==> config.mk <==
export PLATFORM = sky130hd
export DESIGN_NAME = dmac_ctl_regs
export DESIGN_NICKNAME = d
export VERILOG_FILES = /design/src/rtl/dmac_ctl_pkg.sv /design/src/rtl/dmac_rst_sync.sv /design/src/rtl/dmac_mask_reg.sv /design/src/rtl/dmac_req_reg.sv /design/src/rtl/dmac_mode_bank.sv /design/src/rtl/dmac_ctl_regs.sv
export SDC_FILE = /design/constraint.sdc
export NUM_CORES = 1
export LEC_CHECK = 0
export ABC_CLOCK_PERIOD_IN_PS = 2009
export BUFFER_PORTS_ARGS = -buffer_cell sky130_fd_sc_hd__buf_2
export CAP_MARGIN = 0
export CELL_PAD_IN_SITES_DETAIL_PLACEMENT = 0
export CELL_PAD_IN_SITES_GLOBAL_PLACEMENT = 1
export CORE_AREA = 3 3 77 79
export CTS_CLUSTER_SIZE = 25
export DETAILED_ROUTE_END_ITERATION = 10
export DIE_AREA = 0 0 80 82
export GPL_TIMING_DRIVEN = 0
export HOLD_SLACK_MARGIN = 0.12
export PLACE_DENSITY = 0.88
export REMOVE_ABC_BUFFERS = 1
export SYNTH_ARGS = -nofsm -noshare
export SYNTH_HDL_FRONTEND = slang
export SYNTH_HIERARCHICAL = 1
export SYNTH_SLANG_ARGS = --single-unit
==> constraint.sdc <==
create_clock -name clk -period 2.01 [get_ports clk]
set_input_delay 0.402 -clock clk [delete_from_list [all_inputs] [get_ports clk]]
set_output_delay 0.402 -clock clk [all_outputs]
set_load 0.01 [all_outputs]
==> src/rtl/dmac_ctl_pkg.sv <==
package dmac_ctl_pkg;

  localparam int DW = 8;

  typedef enum logic [2:0] {
    CMD_MASK_BIT = 3'd0,
    CMD_MASK_ALL = 3'd1,
    CMD_MASK_CLR = 3'd2,
    CMD_REQ_BIT  = 3'd3,
    CMD_MODE     = 3'd4,
    CMD_MCLR     = 3'd5
  } cmd_e;

  typedef enum logic [1:0] {
    XF_VERIFY  = 2'd0,
    XF_WRITE   = 2'd1,
    XF_READ    = 2'd2,
    XF_ILLEGAL = 2'd3
  } xfer_e;

  typedef enum logic [1:0] {
    OM_DEMAND  = 2'd0,
    OM_SINGLE  = 2'd1,
    OM_BLOCK   = 2'd2,
    OM_CASCADE = 2'd3
  } opmode_e;

  // Field order matches data bits 7:2 of a mode command.
  typedef struct packed {
    opmode_e op;
    logic    decr;
    logic    autoinit;
    xfer_e   xfer;
  } chmode_t;

endpackage

==> src/rtl/dmac_rst_sync.sv <==
module dmac_rst_sync (
  input  logic clk,
  input  logic rst_n,
  output logic rst_sync_n
);

  logic [1:0] sync_q;

  always_ff @(posedge clk or negedge rst_n) begin
    if (!rst_n) sync_q <= 2'b00;
    else        sync_q <= {sync_q[0], 1'b1};
  end

  assign rst_sync_n = sync_q[1];

endmodule

==> src/rtl/dmac_mask_reg.sv <==
module dmac_mask_reg #(
  parameter  int N_CH = 4,
  localparam int CH_W = $clog2(N_CH)
) (
  input  logic            clk,
  input  logic            rst_n,
  input  logic            mclr,
  input  logic            clr_all,
  input  logic            wr_all,
  input  logic            bit_wr,
  input  logic [CH_W-1:0] bit_sel,
  input  logic            bit_val,
  input  logic [N_CH-1:0] all_val,
  input  logic [N_CH-1:0] eop_set,
  output logic [N_CH-1:0] mask_q
);

  logic [N_CH-1:0] mask_d;
  logic            mask_en;

  always_comb begin
    mask_d = mask_q;
    if (mclr) begin
      mask_d = '1;
    end else begin
      if (clr_all)     mask_d = '0;
      else if (wr_all) mask_d = all_val;
      else if (bit_wr) mask_d[bit_sel] = bit_val;
      // End-of-process masking has the last word over host commands.
      mask_d = mask_d | eop_set;
    end
  end

  assign mask_en = mclr | clr_all | wr_all | bit_wr | (|eop_set);

  always_ff @(posedge clk or negedge rst_n) begin
    if (!rst_n)       mask_q <= '1;
    else if (mask_en) mask_q <= mask_d;
  end

endmodule

==> src/rtl/dmac_req_reg.sv <==
module dmac_req_reg #(
  parameter  int N_CH = 4,
  localparam int CH_W = $clog2(N_CH)
) (
  input  logic            clk,
  input  logic            rst_n,
  input  logic            mclr,
  input  logic            bit_wr,
  input  logic [CH_W-1:0] bit_sel,
  input  logic            bit_val,
  input  logic [N_CH-1:0] eop,
  output logic [N_CH-1:0] req_q
);

  logic [N_CH-1:0] req_d;
  logic            req_en;

  always_comb begin
    req_d = req_q;
    if (mclr) begin
      req_d = '0;
    end else begin
      if (bit_wr) req_d[bit_sel] = bit_val;
      req_d = req_d & ~eop;
    end
  end

  assign req_en = mclr | bit_wr | (|eop);

  always_ff @(posedge clk or negedge rst_n) begin
    if (!rst_n)      req_q <= '0;
    else if (req_en) req_q <= req_d;
  end

endmodule

==> src/rtl/dmac_mode_bank.sv <==
module dmac_mode_bank
  import dmac_ctl_pkg::*;
#(
  parameter  int N_CH = 4,
  localparam int CH_W = $clog2(N_CH)
) (
  input  logic            clk,
  input  logic            rst_n,
  input  logic            mclr,
  input  logic            wr,
  input  logic [CH_W-1:0] wr_sel,
  input  chmode_t         wr_mode,
  input  logic            rd_adv,
  output chmode_t         modes [N_CH],
  output logic [CH_W-1:0] rd_ptr
);

  for (genvar ch = 0; ch < N_CH; ch++) begin : g_ch
    logic mode_en;
    assign mode_en = wr && (wr_sel == CH_W'(ch));

    always_ff @(posedge clk or negedge rst_n) begin
      if (!rst_n)       modes[ch] <= '0;
      else if (mode_en) modes[ch] <= wr_mode;
    end
  end

  logic [CH_W-1:0] ptr_d;
  logic            ptr_en;

  always_comb begin
    ptr_d = rd_ptr;
    if (mclr)        ptr_d = '0;
    else if (rd_adv) ptr_d = rd_ptr + 1'b1;
  end

  assign ptr_en = mclr | rd_adv;

  always_ff @(posedge clk or negedge rst_n) begin
    if (!rst_n)      rd_ptr <= '0;
    else if (ptr_en) rd_ptr <= ptr_d;
  end

endmodule

==> src/rtl/dmac_ctl_regs.sv <==
module dmac_ctl_regs
  import dmac_ctl_pkg::*;
#(
  parameter int N_CH = 4
) (
  input  logic              clk,
  input  logic              rst_n,
  input  logic              wr_en,
  input  logic              rd_en,
  input  logic [2:0]        cmd_sel,
  input  logic [7:0]        wdata,
  output logic [7:0]        rdata,
  input  logic [N_CH-1:0]   eop,
  input  logic [N_CH-1:0]   hw_req,
  output logic [N_CH-1:0]   mask_o,
  output logic [N_CH-1:0]   sw_req_o,
  output logic [N_CH-1:0]   eff_req_o,
  output logic [2*N_CH-1:0] xfer_type_o,
  output logic [N_CH-1:0]   autoinit_o,
  output logic [N_CH-1:0]   decr_o,
  output logic [2*N_CH-1:0] op_mode_o
);

  localparam int CH_W  = $clog2(N_CH);
  localparam int PAD_W = DW - N_CH;

  logic rst_sync_n;

  dmac_rst_sync u_rst (
    .clk        (clk),
    .rst_n      (rst_n),
    .rst_sync_n (rst_sync_n)
  );

  // Command decode
  cmd_e cmd;
  logic do_mclr, do_mclr_all, do_mwr_all, do_mbit, do_rbit, do_mode;
  logic rd_mode;

  assign cmd         = cmd_e'(cmd_sel);
  assign do_mclr     = wr_en && (cmd == CMD_MCLR);
  assign do_mclr_all = wr_en && (cmd == CMD_MASK_CLR);
  assign do_mwr_all  = wr_en && (cmd == CMD_MASK_ALL);
  assign do_mbit     = wr_en && (cmd == CMD_MASK_BIT);
  assign do_rbit     = wr_en && (cmd == CMD_REQ_BIT);
  assign do_mode     = wr_en && (cmd == CMD_MODE);
  assign rd_mode     = rd_en && (cmd == CMD_MODE);

  chmode_t         modes [N_CH];
  logic [CH_W-1:0] rd_ptr;
  logic [N_CH-1:0] eop_mask_set;

  for (genvar ch = 0; ch < N_CH; ch++) begin : g_flat
    assign xfer_type_o[2*ch +: 2] = modes[ch].xfer;
    assign op_mode_o[2*ch +: 2]   = modes[ch].op;
    assign autoinit_o[ch]         = modes[ch].autoinit;
    assign decr_o[ch]             = modes[ch].decr;
  end

  assign eop_mask_set = eop & ~autoinit_o;

  dmac_mask_reg #(.N_CH(N_CH)) u_mask (
    .clk     (clk),
    .rst_n   (rst_sync_n),
    .mclr    (do_mclr),
    .clr_all (do_mclr_all),
    .wr_all  (do_mwr_all),
    .bit_wr  (do_mbit),
    .bit_sel (wdata[CH_W-1:0]),
    .bit_val (wdata[CH_W]),
    .all_val (wdata[N_CH-1:0]),
    .eop_set (eop_mask_set),
    .mask_q  (mask_o)
  );

  dmac_req_reg #(.N_CH(N_CH)) u_req (
    .clk     (clk),
    .rst_n   (rst_sync_n),
    .mclr    (do_mclr),
    .bit_wr  (do_rbit),
    .bit_sel (wdata[CH_W-1:0]),
    .bit_val (wdata[CH_W]),
    .eop     (eop),
    .req_q   (sw_req_o)
  );

  dmac_mode_bank #(.N_CH(N_CH)) u_mode (
    .clk     (clk),
    .rst_n   (rst_sync_n),
    .mclr    (do_mclr),
    .wr      (do_mode),
    .wr_sel  (wdata[CH_W-1:0]),
    .wr_mode (chmode_t'(wdata[DW-1:CH_W])),
    .rd_adv  (rd_mode),
    .modes   (modes),
    .rd_ptr  (rd_ptr)
  );

  assign eff_req_o = (hw_req & ~mask_o) | sw_req_o;

  // Readback mux
  always_comb begin
    rdata = '0;
    if (rd_en) begin
      case (cmd)
        CMD_MASK_BIT: rdata = {{PAD_W{1'b1}}, mask_o};
        CMD_REQ_BIT:  rdata = {{PAD_W{1'b1}}, sw_req_o};
        CMD_MODE:     rdata = {modes[rd_ptr], {CH_W{1'b1}}};
        default:      rdata = '0;
      endcase
    end
  end

endmodule

# Word-level counts from Yosys, hierarchy flattened
# Cells that the tools add are included.
# Widths: inputs -> output; s select.
[totals]
reg_bits = 36
latch_bits = 0
ramBits = 0
rom_bits = 0
in_bits = 23
output_inout_bits = 44
wordCells = 85
memories = 0
[classes]
addsub = 1
mul = 0
div_mod_pow = 0
order_cmp = 3
eq_ne = 8
shift = 0
mux = 19
bitwise_logic = 16
reduce_logical = 18
[op_table]
columns = ["op", "count"]
rows = [
  ["$mux 4", 8],
  ["$pmux 8 s3", 1],
  ["$and 4x4->4", 3],
  ["$bmux 6 s2", 1],
  ["$logic_and 1x1->1", 12],
  ["$mux 6", 2],
  ["$not 4->4", 3],
  ["$bwmux 4", 2],
  ["$mux 8", 1],
  ["$or 4x4->4", 2],
  ["$reduce_or 4->1", 2],
  ["$or 1x1->1", 7],
  ["$eq 3x2->1 const B", 2],
  ["$eq 3x3->1 const B", 2],
  ["$eq 2x2->1 const B", 2],
  ["$mux 2", 2],
  ["$eq 3x1->1 const B", 1],
  ["$ge 3x3->1 const B", 1],
  ["$logic_not 3->1", 1],
  ["$lt 2x3->1 const B", 1],
  ["$not 2->3", 1],
  ["$add 2x1->2 const B", 1],
  ["$demux 1 s2", 1],
  ["$eq 2x1->1 const B", 1],
  ["other kinds (5)", 5],
]

# Longest topological paths before layout
# Gate-level depths: netlist (run 1).
[logic_depth]
depth_word = 11
mapped_depth = 6

# Cells and area by module
# Netlist (run 1), hierarchy kept.
[modules_own_cells]
columns = ["module", "instances", "cells_each", "area_per_inst_um2", "seq_area_each_um2"]
rows = [
  ["dmac_mode_bank", 1, 59, 1002.2, 650.6],
  ["dmac_ctl_regs", 1, 60, 435.4, 0.0],
  ["dmac_mask_reg", 1, 29, 304.0, 105.1],
  ["dmac_req_reg", 1, 21, 242.7, 100.1],
  ["dmac_rst_sync", 1, 3, 53.8, 50.0],
]

# Least setup slack after synthesis (run 1)
# No wires, ideal clock.
[synth_timing]
path_type = "in2reg"
startpoint = "input cmd_sel[2]"
endpoint = "register u_mode/modes[18] (netlist name)"
setup_time_ps = 125
arrival_time_ps = 1834
required_time_ps = 1885
slack_ps = 51
cell_stages = 5
path_buffers = 1
cell_sequence = "clkbuf_1 nand2_1 nor3_1 nor3b_4 mux2_2"
[synth_via]
elab_chain_cells = 3
[synth_rtl]
columns = ["item", "line", "source"]
rows = [
  ["start, declared", "dmac_ctl_regs.sv:10", "input logic [2:0] cmd_sel,"],
  ["$eq 3x3->1", "dmac_ctl_regs.sv:46", "assign do_mode = wr_en && (cmd == CMD_MODE);"],
  ["$logic_and 1x1->1", "dmac_ctl_regs.sv:46", ""],
  ["via do_mode", "dmac_ctl_regs.sv:37", "logic do_mclr, do_mclr_all, do_mwr_all, do_mbit, do_rbit, do_mode;"],
  ["$logic_and 1x1->1", "dmac_mode_bank.sv:20", "assign mode_en = wr && (wr_sel == CH_W'(ch));"],
]
# The timed path passes the listed nets, and every way through them passes these cells.
# A chain may end at the register's enable or synchronous reset.

# Final worst setup path (run 1)
[layout_timing]
startpoint = "register u_mode.rd_ptr[0]"
endpoint = "output rdata[2]"
[layout_via]
elab_chain_cells = 6
[layout_rtl]
columns = ["item", "line", "source"]
rows = [
  ["start, declared", "dmac_mode_bank.sv:15", "output logic [CH_W-1:0] rd_ptr"],
  ["start signal, assigned", "dmac_mode_bank.sv:41", "else if (ptr_en) rd_ptr <= ptr_d;"],
  ["$not 2->3 (not written as such)", "dmac_ctl_regs.sv:108", "CMD_MODE: rdata = {modes[rd_ptr], {CH_W{1'b1}}};"],
  ["$bmux 6 s2", "dmac_ctl_regs.sv:108", ""],
  ["$mux 6 (not written as such) (2 in series)", "dmac_ctl_regs.sv:108", ""],
  ["$pmux 8 s3", "dmac_ctl_regs.sv:105", "case (cmd)"],
  ["$mux 8", "dmac_ctl_regs.sv:104", "if (rd_en) begin"],
  ["end, declared", "dmac_ctl_regs.sv:12", "output logic [7:0] rdata,"],
]
# Every way passes these cells. The select of a mux whose other input is x is not followed.

==> implementation parameters, run 1 <==
Parameter                              Value

Yosys
  Synthesis warning total    6
  Biggest area contributors in the synthesized netlist    dfrtp_1 39%, mux2_2 14%, mux4_2 6.6%, dfstp_2 5.2%, nor3b_1 3.3%
  Cells after Synth    172
  Area of the mapped netlist    0.00204 mm²
  Mean instance size in the synthesized netlist    about 12 µm²
  Flip-flop and latch count after synthesis    36
  FFs w/ async S/R, synth    1.00
  Yosys cell types    between 40 and 50
  Sequential area share after synthesis    0.444
  Dominant cell type by area after synthesis    dfrtp_1
  Synth top area share    0.393
  Number of enable flip-flop cells after synthesis    0
  Most common flop cell mapped by yosys    dfrtp_1

Drt
  Via density    5.25
  First-pass DRT Iterations    4
  Count of routing violations after the opening detailed-route iteration    110
  Number of vias in the routed layout    around 1700
  Drt wl/cell    between 15 and 20 µm
  WL final    between 5 and 6 mm
  Number of remaining DRC errors    0
  Number of nets with antenna violations after detailed routing    0

CTS
  TritonCTS clock tree    built
  Maximum clock insertion buffer count    2
  Latest clock arrival within the worst-skew pair    between 0.2 and 0.3 ns
  Number of buffers created by CTS    5
  Root buffer cell    clkbuf_8
  CTS H-tree depth    2
  Sinks on the clock net    36
  Clock-pin slew reported for the worst setup and hold paths after clock tree synthesis    about 0.07 ns

Place
  Buffers added on ports    66
  Sum of net half-perimeters after detailed placement    between 3 and 4 mm
  Gp weighted congestion    0.824
  Worst slack, placed    -0.242 ns

Power and ir drop
  Total Power Consumption    2.13 mW
  Pleak    between 1 and 1.5 nW
  Share of power burned in registers    0.476
  Peak ir drop on the vdd network    ~0.00043 V
  Switching share of power    0.315
  Combinational power share    0.303
  Switching pwr    0.670 mW
  Internal power of the cells    around 1.5 mW
  Areal power density over the cells    ~820 mW/mm²
  Clk network pwr share    0.221

Setup path
  Kind of start point of the critical path    register
  Worst reg-to-reg path cell count    4
  Slowest cell on crit path    mux4_2
  Worst flop-to-flop path endpoint    u_mask/mask_q[3]
  Family with the most delay on the worst path    multiplexers
  Reg2Reg Setup Slack    0.78 ns
  Category of the most critical setup path    register to output pin
  Required time at the worst-slack endpoint    1.61 ns
  Kind of end point of the critical path    output pin
  Reg2Reg Launch Point    u_mode/modes[14]
  Buffer and inverter count on the worst path    1
  Arrival @ worst endpoint    roughly 1.7 ns
  Largest fanout of any net on the critical path    7
  Largest stage delay on the critical path    0.56 ns
  Critical Path, Cell by Cell    mux4_2 > nand3_2 > a21oi_2 > buf_2

Floorplan
  DIE AREA    between 0.006 and 0.007 mm²
  Initial core utilization    0.377
  Number of primary I/O pins    67
  Rows    27
  Die width    roughly 80 µm
  Core ar.    around 0.0054 mm²
  Die Y-Extent    around 82 µm

Outcome
  Result of the run    finished, violations left
  Violations in the final reports    negative setup slack

Timing
  Peak Freq    approximately 0.48 GHz
  Final critical-path required period    2.07 ns
  Worst Slack Setup Final    -0.0641 ns
  Sum Neg Setup Slack    -0.169 ns
  RSZ-0062 raised after global routing    true
  Final Skew    0.00320 ns
  Number of failing setup endpoints in the final timing report    4
  Slew headroom    0.506
  Worst Tran Pin Value    0.741 ns
  Period utilization    1.03
  Number of failing hold endpoints at the final stage    0
  Final slew viol count    0

Global route
  Wire length of the first global-routing pass    8.05 mm
  Number of antenna violations at the first check in global routing    0
  Pin count of the biggest net entering global routing    20
  Total global routing overflow    0
  Number of global-route vias before repair    between 1500 and 2000
  Total global-route track usage    0.159

Cells and area
  Most common library cell in the layout ignoring fill and taps    buf_2
  Layout overhead on the synthesized area    27.0%
  Share of cells above drive strength 1    0.545
  Most used cells in the layout excluding fill and tap cells    66 x buf_2, 31 x dfrtp_1, 26 x mux2_2, 9 x nor3b_1
  # diodes    0
  Filler cells    532
  NumNets Final    around 270

Hold path
  Class of the tightest hold or removal check    register to asynchronous set/reset pin

Run
  Count of maximum capacitance violations    0
## cells by family after synthesis
| group | Yosys count | share of synthesized area |
|---|---|---|
| simple gates | 56 | 0.192 |
| buf+inv | 13 | 0.0307 |
| flops | 36 | 0.444 |
| compound gates | 28 | 0.0908 |
| mux | 37 | 0.236 |
| other cells | 1 | 0.00184 |
| xor+xnor | 1 | 0.00430 |
## cell type report
class / instances / area (µm²) / area share
Timing Repair Buffer: 70 / 383 / 0.148
Multi-Input combinational cell: 123 / 1100 / 0.425
Clock inverter: 1 / 5.00 / 0.00193
Tap cell: 72 / 90.1 / 0.0348
Clock buffer: 6 / 72.6 / 0.0280
Sequential cell: 36 / 907 / 0.350
Inverter: 8 / 30.0 / 0.0116
## worst reg2reg max path, cell delays in order (launching register included)
cell and delay (ns):
dfrtp_1 0.41, nor2b_1 0.10, nor4_2 0.29, nor4b_2 0.28
a211oi_2 0.07
## sequential cells by signal, summed over array words and instances (netlist names)
register	cells
u_mask/mask_q	4
u_mode/modes	24
u_mode/rd_ptr	2
u_rst/sync_q	2
u_req/req_q	4
## worst max path at each step
stage / startpoint / to / slack (ns) / cells after the start
finish: u_mode/rd_ptr[0] / rdata[2] / -0.06 / 4
global route: u_mode/rd_ptr[0] / rdata[3] / -0.14 / 4
CTS: u_mode/rd_ptr[0] / rdata[3] / -0.07 / 4
detailed placement: cmd_sel[2] / u_mode/modes[23] / -0.24 / 5
global placement: cmd_sel[2] / u_mode/modes[19] / -0.18 / 5
floorplan: u_mask/mask_q[3] / rdata[3] / 0.30 / 3
## stage by stage
stage | instances | utilization | hold WS [ns] | instance area, µm²
finish | 316 | 0.479 | 0.308 | 2590
global route | 316 | 0.479 | 0.360 | 2590
CTS | 316 | 0.477 | 0.336 | 2580
detailed placement | 306 | 0.454 | 0.190 | 2450
global placement | 305 | 0.449 | 0.187 | 2430
floorplan | 167 | - | 0.106 | 2010
## Yosys cell counts (2+ instances only)
| cell | n |
|---|---|
| nand2_1 | 4 |
| or3b_1 | 2 |
| mux4_2 | 6 |
| buf_2 | 2 |
| a211oi_1 | 4 |
| a21o_1 | 6 |
| a21boi_0 | 2 |
| nor3b_2 | 2 |
| inv_1 | 8 |
| dfrtp_1 | 32 |
| nand3b_2 | 2 |
| nor2b_1 | 5 |
| mux2_1 | 2 |
| nand3b_1 | 6 |
| dfstp_2 | 4 |
| a21oi_1 | 8 |
| nand2b_1 | 2 |
| nand3_1 | 7 |
| mux2i_1 | 3 |
| o21ai_0 | 4 |
| nor3_1 | 2 |
| nor3b_1 | 9 |
| nor2_1 | 7 |
| mux2_2 | 26 |
## power groups by stage
| stage | Clock [mW] | Combinational, mW | Sequential, mW |
|---|---|---|---|
| after floorplan | 0 | 0.327 | 1.04 |
| after global routing | 0.513 | 0.702 | 1.04 |
| after detailed placement | 0 | 0.604 | 1.03 |
| final | 0.469 | 0.644 | 1.01 |
| after CTS | 0.485 | 0.643 | 1.01 |
| after global placement | 0 | 0.575 | 1.03 |
## timing repair
item | in CTS | in global routing
pin swaps | 2 | 1
setup endpoints to repair | 6 | 15
hold buffers | 1 | 0
endpoints found under the hold margin | 2 | 0
setup buffers | 2 | 0
resized for setup | 6 | 5
## per-layer routing
| layer | wire [µm] | part of all wire | track usage |
|---|---|---|---|
| met5 | 0 | 0 | 0 |
| met4 | 52 | 0.010 | 0.0557 |
| met3 | 370 | 0.072 | 0.0373 |
| met2 | 2460 | 0.48 | 0.254 |
| met1 | 2290 | 0.44 | 0.213 |
(Power assumes the default switching activity.)
==> run 2: changes to the inputs <==
--- a/config.mk
+++ b/config.mk
@@ -10,13 +10,12 @@
 export CAP_MARGIN = 0
 export CELL_PAD_IN_SITES_DETAIL_PLACEMENT = 0
 export CELL_PAD_IN_SITES_GLOBAL_PLACEMENT = 1
-export CORE_AREA = 3 3 77 79
+export CORE_AREA = 3 3 81 83
 export CTS_CLUSTER_SIZE = 25
 export DETAILED_ROUTE_END_ITERATION = 10
-export DIE_AREA = 0 0 80 82
-export GPL_TIMING_DRIVEN = 0
+export DIE_AREA = 0 0 84 86
 export HOLD_SLACK_MARGIN = 0.12
-export PLACE_DENSITY = 0.88
+export PLACE_DENSITY = 0.82
 export REMOVE_ABC_BUFFERS = 1
 export SYNTH_ARGS = -nofsm -noshare
 export SYNTH_HDL_FRONTEND = slang
==> run 2 against run 1 <==
The flow still finishes with violations (negative setup slack). Flip-flop and latch count unchanged. Clock power increased by 14%. Sequential power decreased by 4%. Die area increased by 10%.
==> implementation parameters, run 2 (synthesis gave the netlist of run 1 again) <==
Parameter                              Value

Power and ir drop
  Pleak    1.32 nW (was 1.27 nW)
  Areal power density over the cells    845 mW/mm² (was 821 mW/mm²)
  Total Power Consumption    2.25 mW (was 2.13 mW)
  Peak ir drop on the vdd network    0.000461 V (was 0.000425 V)

Place
  Buffers added on ports    66 (unchanged)
  Gp weighted congestion    0.829 (was 0.824)
  Sum of net half-perimeters after detailed placement    4.00 mm (was 3.89 mm)
  Post-Place Cells    317 (was 306)
  Area post-placement    0.00250 mm² (was 0.00245 mm²)

Cells and area
  Share of cells above drive strength 1    0.553 (was 0.545)
  Post-route insts no fill    330 (was 316)
  Most common library cell in the layout ignoring fill and taps    buf_2 (unchanged)
  Share of the core filled with cells    0.450 (was 0.479)
  # diodes    0 (unchanged)
  Max reg flops    24 (unchanged)
  Filler cells    576 (was 532)
  Final std cell area, no fill    0.00266 mm² (was 0.00259 mm²)
  Register bank with the most flops    u_mode/modes (unchanged)
  Most used cells in the layout excluding fill and tap cells    66 x buf_2, 32 x dfrtp_1, 26 x mux2_2, 11 x buf_4, 9 x nor3b_1 (was 66 x buf_2, 31 x dfrtp_1, 26 x mux2_2, 9 x nor3b_1)
  Largest registers    u_mode/modes x24, u_mask/mask_q x4, u_req/req_q x4 (unchanged)
  NumNets Final    277 (was 267)
  Layout overhead on the synthesized area    30.6% (was 27.0%)

Floorplan
  Die width    84 µm (was 80 µm)
  Die Y-Extent    86 µm (was 82 µm)
  Number of primary I/O pins    67 (unchanged)
  Rows    28 (was 27)
  DIE AREA    0.00722 mm² (was 0.00656 mm²)
  Initial core utilization    0.344 (was 0.377)
  Core ar.    0.00592 mm² (was 0.00541 mm²)

Setup path
  Reg2Reg Launch Point    u_mode/modes[14] (unchanged)
  Largest fanout of any net on the critical path    5 (was 7)
  Required time at the worst-slack endpoint    1.61 ns (about the same)
  Category of the most critical setup path    register to output pin (unchanged)
  Worst setup path startpoint    u_mode/rd_ptr[0] (unchanged)
  Arrival @ worst endpoint    1.64 ns (was 1.67 ns)
  Kind of end point of the critical path    output pin (unchanged)
  Kind of start point of the critical path    register (unchanged)

Global route
  Total global routing overflow    0 (unchanged)
  Routing usage on met3    0.0451 (was 0.0373)
  Total global-route track usage    0.152 (was 0.159)
  Number of global-route vias before repair    1670 (was 1627)
  Pin count of the biggest net entering global routing    28 (was 20)
  Highest-utilization routing layer at the global route stage    met2 (unchanged)
  Number of antenna violations at the first check in global routing    0 (unchanged)
  Wire length of the first global-routing pass    8.57 mm (was 8.05 mm)
  Met2 usage    0.253 (was 0.254)
  Grt met1 use    0.195 (was 0.213)

Timing
  Final Skew    0.00378 ns (was 0.00320 ns)
  RSZ-0062 raised after global routing    true (unchanged)
  Final critical-path required period    2.04 ns (was 2.07 ns)
  Number of failing hold endpoints at the final stage    0 (unchanged)
  Number of failing setup endpoints in the final timing report    3 (was 4)
  Period utilization    1.01 (was 1.03)
  Worst Slack Setup Final    -0.0286 ns (was -0.0641 ns)
  Peak Freq    0.491 GHz (was 0.482 GHz)
  Final slew viol count    0 (unchanged)

CTS
  Root buffer cell    clkbuf_8 (unchanged)
  CTS H-tree depth    2 (unchanged)
  Sinks on the clock net    36 (unchanged)
  Maximum clock insertion buffer count    2 (unchanged)
  Latest clock arrival within the worst-skew pair    0.29 ns (was 0.28 ns)
  Number of buffers created by CTS    5 (unchanged)
  Clock-pin slew reported for the worst setup and hold paths after clock tree synthesis    0.07 ns (about the same)
  TritonCTS clock tree    built (unchanged)

Run
  Count of maximum capacitance violations    0 (unchanged)

Drt
  WL final    5.36 mm (was 5.17 mm)
  Number of nets with antenna violations after detailed routing    0 (unchanged)
  Count of routing violations after the opening detailed-route iteration    118 (was 110)
  Number of vias in the routed layout    1688 (was 1660)
  First-pass DRT Iterations    4 (unchanged)
  Via density    5.12 (was 5.25)
  Number of remaining DRC errors    0 (unchanged)
  Drt wl/cell    16.2 µm (was 16.4 µm)

Outcome
  Result of the run    finished, violations left (unchanged)
  Violations in the final reports    negative setup slack (unchanged)

Hold path
  Class of the tightest hold or removal check    register to asynchronous set/reset pin (unchanged)
==> run 2: per-stage QoR <==
stage	setup WS, ns	TNS [ns]	hold WS (ns)
4_1_cts	-0.0631	-0.198	0.167
3_3_place_gp	0.102	0	0.153
2_1_floorplan	0.299	0	0.106
3_5_place_dp	0.0671	0	0.161
5_1_grt	-0.103	-0.511	0.179
6_report	-0.0286	-0.0565	0.151
==> run 2: area by class of cell <==
type                    instances  area [µm²]  area share
flip-flops and latches         36         906       0.340
repair buffers                 80         445       0.167
inverters                       8        30.0      0.0113
multi-input cells             123        1090       0.411
clock inverters                 1        7.51     0.00282
clock buffers                   7        86.3      0.0324
well taps                      75        93.8      0.0352
==> run 2: final timing paths <==
check | endpoint | slack, ns | depth (start not counted)
max | rdata[2] | -0.03 | 5
min | u_req/req_q[0] | 0.15 | 0
max reg2reg | u_mask/mask_q[3] | 0.74 | 4
min reg2reg | u_req/req_q[0] | 0.15 | 0
max in group asynchronous | u_mask/mask_q[3] | 1.14 | 1
min in group clk | u_rst/sync_q[1] | 0.35 | 0
==> run 2: report_power, final <==
part           total (mW)  switching, mW  internal [mW]  leakage, nW
sequential          0.973          0.118          0.855        0.454
combinational       0.744          0.333          0.411        0.818
clock               0.533          0.254          0.278       0.0445
total                2.25          0.706           1.54         1.32
==> run 2: layer usage <==
layer / part of all wire / vias to the layer above
li1: - / 800
met1: 0.44 / 832
met2: 0.49 / 51
met3: 0.066 / 5
met4: 0.0093 / 0
met5: 0 / -
==> run 2: repair_timing <==
item	CTS	global route
hold buffers	1	0
pin swaps	5	3
endpoints found under the setup margin	6	7
gates resized for setup	7	5
hold endpoints to repair	2	0
cloned	1	0
buffers inserted	1	2
==> run 2: worst max-delay path, stage by stage, from the launching register on <==
cell and delay, ns:
dfrtp_1 0.37, buf_6 0.15, mux4_2 0.53, nand3_2 0.09, a21oi_2 0.05, buf_2 0.15
